--- config.mk ---
export PLATFORM = sky130hd
export DESIGN_NAME = fpres_window
export DESIGN_NICKNAME = d
export VERILOG_FILES = /design/src/rtl/fpres_pkg.sv /design/src/rtl/fpres_window.sv
export SDC_FILE = /design/constraint.sdc
export NUM_CORES = 1
export LEC_CHECK = 0
export BUFFER_PORTS_ARGS = -buffer_cell sky130_fd_sc_hd__buf_2
export CELL_PAD_IN_SITES_DETAIL_PLACEMENT = 0
export CELL_PAD_IN_SITES_GLOBAL_PLACEMENT = 1
export CORE_UTILIZATION = 34
export DETAILED_ROUTE_END_ITERATION = 7
export HOLD_SLACK_MARGIN = 0.08
export PLACE_DENSITY_LB_ADDON = 0.05
export SYNTH_ARGS = -nofsm -noshare
export SYNTH_HDL_FRONTEND = slang
export SYNTH_SLANG_ARGS = --single-unit
--- constraint.sdc ---
create_clock -name clk_i -period 1 [get_ports clk_i]
set_input_delay 0.05 -clock clk_i [delete_from_list [all_inputs] [get_ports clk_i]]
set_output_delay 0.05 -clock clk_i [all_outputs]
set_load 0.02 [all_outputs]
--- src/rtl/fpres_pkg.sv ---
package fpres_pkg;
  localparam int unsigned NSTAGE  = 7;
  localparam int unsigned PAT_LEN = 8;

  typedef logic [NSTAGE-1:0] stage_mask_t;
  typedef stage_mask_t [PAT_LEN-1:0] pattern_t;

  localparam stage_mask_t SM_UNPACK = 7'b000_0001;
  localparam stage_mask_t SM_SHIFT  = 7'b000_0010;
  localparam stage_mask_t SM_ADD    = 7'b000_0100;
  localparam stage_mask_t SM_ROUND  = 7'b000_1000;
  localparam stage_mask_t SM_MUL1   = 7'b001_0000;
  localparam stage_mask_t SM_MUL2   = 7'b010_0000;
  localparam stage_mask_t SM_EXC    = 7'b100_0000;

  typedef enum logic [2:0] {
    OPC_ADDSUB = 3'd0,
    OPC_MUL    = 3'd1,
    OPC_NEG    = 3'd2,
    OPC_ABS    = 3'd3,
    OPC_CMP    = 3'd4
  } op_class_e;
endpackage

--- src/rtl/fpres_window.sv ---
module fpres_window
  import fpres_pkg::*;
#(
  parameter int unsigned DEPTH = 8
) (
  input  logic                    clk_i,
  input  logic                    rst_ni,
  input  logic                    advance_i,
  input  logic                    book_i,
  input  pattern_t                pat_i,
  output stage_mask_t [DEPTH-1:0] view_o
);
  stage_mask_t [DEPTH-1:0] win_q, win_d;

  for (genvar k = 0; k < DEPTH; k++) begin : g_slot
    stage_mask_t nxt_slot, add_slot;
    if (k == DEPTH - 1) begin : g_last
      assign nxt_slot = advance_i ? '0 : win_q[k];
    end else begin : g_mid
      assign nxt_slot = advance_i ? win_q[k+1] : win_q[k];
    end
    if (k < PAT_LEN) begin : g_pat
      assign add_slot = book_i ? pat_i[k] : '0;
    end else begin : g_nopat
      assign add_slot = '0;
    end
    assign view_o[k] = nxt_slot;
    assign win_d[k]  = nxt_slot | add_slot;
  end

  always_ff @(posedge clk_i or negedge rst_ni) begin
    if (!rst_ni) win_q <= '0;
    else         win_q <= win_d;
  end

  a_r9_hold: assert property (@(posedge clk_i) disable iff (!rst_ni)
    (!advance_i && !book_i) |=> $stable(win_q));
  a_r9_shift_down: assert property (@(posedge clk_i) disable iff (!rst_ni)
    (advance_i && !book_i) |=> (win_q[0] == $past(win_q[1])));
  a_r9_zero_fill: assert property (@(posedge clk_i) disable iff (!rst_ni)
    (advance_i && !book_i) |=> (win_q[DEPTH-1] == '0));
  a_r2_book_unpack: assert property (@(posedge clk_i) disable iff (!rst_ni)
    book_i |=> win_q[0][0]);
endmodule

== Word level (Yosys, flattened, before mapping) ==
Index checks and enable logic that the tools add are counted.
Operators by class
  $add $sub $neg: 0
  multiply operators: 0
  div/mod/pow operators: 0
  magnitude comparators: 0
  equality and inequality tests: 0
  shift operators: 0
  mux-type cells: 16
  bitwise logic cells: 8
  reductions and logical operators: 0
Operators with widths (count)
  $mux W7: 16
  $or A7 B7 Y7: 8
Word-level totals
  bits in registers: 56
  latch bits: 0
  bits in writable memories: 0
  memory bits (read-only): 0
  input bits: 60
  output and inout bits: 56
  logic and storage cells: 32
  memories kept: 0

== Depth between registers and ports, before layout ==
  depth after elaboration: 2
  depth in mapped cells: 4
  gate-level depth less buffers: 2

== Worst setup path after synthesis ==
OpenSTA, ideal clock, no wires.
  path kind: in2reg
  from: input port advance_i
  to: register win_q[10] (netlist name)
  library setup time: 0.118 ns
  arrival time: 0.839 ns
  required time: 0.882 ns
  setup slack: 0.043 ns
  cell stages on the path: 4
  path buffers: 2
  cells stage by stage: buf_6 -> buf_6 -> mux2_4 -> a21o_1
RTL lines
  start, declared: line fpres_window.sv:8  | input logic advance_i,
  end signal, assigned: line fpres_window.sv:33  | else win_q <= win_d;
  end, declared: line fpres_window.sv:13  | stage_mask_t [DEPTH-1:0] win_q, win_d;

==> flow_metrics.tcl <==
set metrics [dict create \
    cp_max_fo 2 \
    ff_latch_area_um2 1400 \
    cts_tree "yes" \
    drt_iter0_markers 43 \
    ys_warn_count 0 \
    num_rows 31 \
    netlist_area_um2 2630 \
    top_regs "win_q (56)" \
    tightest_slew_ns 0.379 \
    p_leak_nw 2.19 \
    top_register "win_q" \
    fin_skew_ns 0.00253 \
    crit_chain "mux2_4 > buf_6" \
    fin_crit_ns 1.19 \
    nets 423 \
    synth_top_cell_area_share 0.534 \
    vias 2096 \
    grt_max_degree 57 \
    crit_path_start_kind "register" \
    drc 0 \
    crit_required_ns 0.95 \
    fmax_mhz 844 \
    drv_slew 0 \
    yosysUniqueCellTypes 9 \
    clk_pin_slew_ns 0.09 \
    cts_max_path_buffers 2 \
    critPathCaptureType "output pin" \
    wl_mm 6.94 \
    final_common_cell "buf_6" \
    ir_worst_vdd_uv 723 \
    dp_hpwl_mm 4.26 \
    dieArea_um2 8080 \
    port_buffers 115 \
    n_antenna_cell 0 \
    status "finished with violations" \
    ys_ff_latch 56 \
    hold_viol 0 \
    slowest_delay_ns 0.41 \
    largest_register_ffs 56 \
    final_cell_mix "64 x buf_6, 59 x buf_2, 57 x dlygate4sd3_1" \
    setup_viol 63 \
    num-fill-cells 609 \
    dr.pass1.iters 4 \
    routabilityCongestion 0.687 \
    die_w_um 89.9 \
    rsz0062_at_grt "true" \
    syn-instance-count 180 \
    final_util 0.621 \
    ys_seq_area_frac 0.534 \
    synth_area_leaders "dfrtp_1 53%, mux2_4 19%, a21o_1 16%" \
    slew_headroom 0.747 \
    worst_ep_arrival_time_ns 1.14 \
    grt_pass1_wl_mm 11.4 \
    dp_slack_ns -0.0629 \
    violations "setup timing" \
    h-tree-depth 2 \
    vias_per_cell 4.53 \
    die_height_um 89.9 \
    grt_pass1_vias 2372 \
    groute.usage.overall 0.177 \
    slowest_stage "dfrtp_1" \
    antenna_found_initial 0 \
    antenna_left 0 \
    cts-root-buf "clkbuf_8" \
    syn_nets 240 \
    fin_setup_tns_ns -8.45 \
    grt-ovfl-total 0 \
    crit_type "reg2out" \
    drive_above_1_share 0.536 \
    numCtsBuffers 5 \
    yosysTopAreaCell "dfrtp_1" \
    p_per_area_nw_per_um2 1280 \
    drv_cap 0 \
    clkLatencyLatePin_ns 0.30 \
    multiInputGateArea_um2 1250 \
    post_drt_wl_per_cell_um 15.0 \
    period_share 1.19 \
    synth_area_per_cell_um2 14.6 \
    hp-class "in2reg" \
    setup_ws_ns -0.185 \
    core_um2 7370 \
    ios 116 \
    start_util 0.356 \
    area_growth_pct 74.4 \
    clock_sinks 56 \
]
worst max-delay path: cells and delay by family, from the launching register on:
kind | cells | cell delay, ns
DFF | 1 | 0.41
muxes | 1 | 0.29
buffers and inverters | 1 | 0.13
power by group:
| part | switching [W] | leakage (nW) | internal [W] | total, W |
|---|---|---|---|---|
| Combinational | 0.000833 | 1.59 | 0.00118 | 0.00201 |
| Sequential | 0.000116 | 0.553 | 0.00246 | 0.00257 |
| Clock | 0.000703 | 0.0510 | 0.000555 | 0.00126 |
| Total | 0.00165 | 2.19 | 0.00419 | 0.00584 |
synthesized netlist by cell type, drive strengths merged:
cell type,n
a21o,56
dfrtp,56
mux2,49
buf,9
nor2b,7
clkbuf,3
final timing paths:
kind	cells after the start	to	start	slack, ns
max	2	view_o[16]	win_q[16]$_DFF_PN0_	-0.19
min	2	win_q[41]$_DFF_PN0_	book_i	0.20
max reg2reg	3	win_q[38]$_DFF_PN0_	win_q[38]$_DFF_PN0_	-0.04
min reg2reg	2	win_q[3]$_DFF_PN0_	win_q[3]$_DFF_PN0_	0.58
max in group asynchronous	3	win_q[18]$_DFF_PN0_	rst_ni	0.48
min in group asynchronous	3	win_q[23]$_DFF_PN0_	rst_ni	0.26
logic make-up (layout without fill, tap and decap cells):
logic type             count (synthesis)  in the layout  share of synthesized area
AO/OA/AOI/OAI                         56             56                      0.160
flip-flops                            56             56                      0.534
multiplexers                          49             49                      0.257
buffers and inverters                 12            196                     0.0324
AND/OR/NAND/NOR                        7              7                     0.0167
metrics by stage:
stage / power [W] / hold WS, ns / cells / instance area (um^2)
final: 0.00584 / 0.202 / 463 / 4580
after global routing: 0.00613 / 0.206 / 463 / 4580
after CTS: 0.00586 / 0.213 / 457 / 4500
after detailed placement: 0.00400 / 0.0765 / 389 / 3360
after global placement: 0.00400 / 0.0767 / 389 / 3360
after floorplan: 0.00349 / -0.246 / 180 / 2630
what timing repair did:
item,CTS,global route
setup buffers,3,6
gates resized for setup,142,8
endpoints found under the setup margin,56,58
hold buffers,57,0
hold endpoints to repair,112,0
layer usage:
layer,share of wire,GRT usage
met5,0,0
met4,0.0098,0.0484
met3,0.050,0.0415
met2,0.51,0.312
met1,0.43,0.216
cell type report:
type	instances	share of cell area
tap	99	0.0270
multi-input combinational	112	0.273
timing repair buffer	188	0.373
clock buffer	6	0.0180
clock inverter	2	0.00219
sequential	56	0.306
Power figures use the tool's default switching activity.
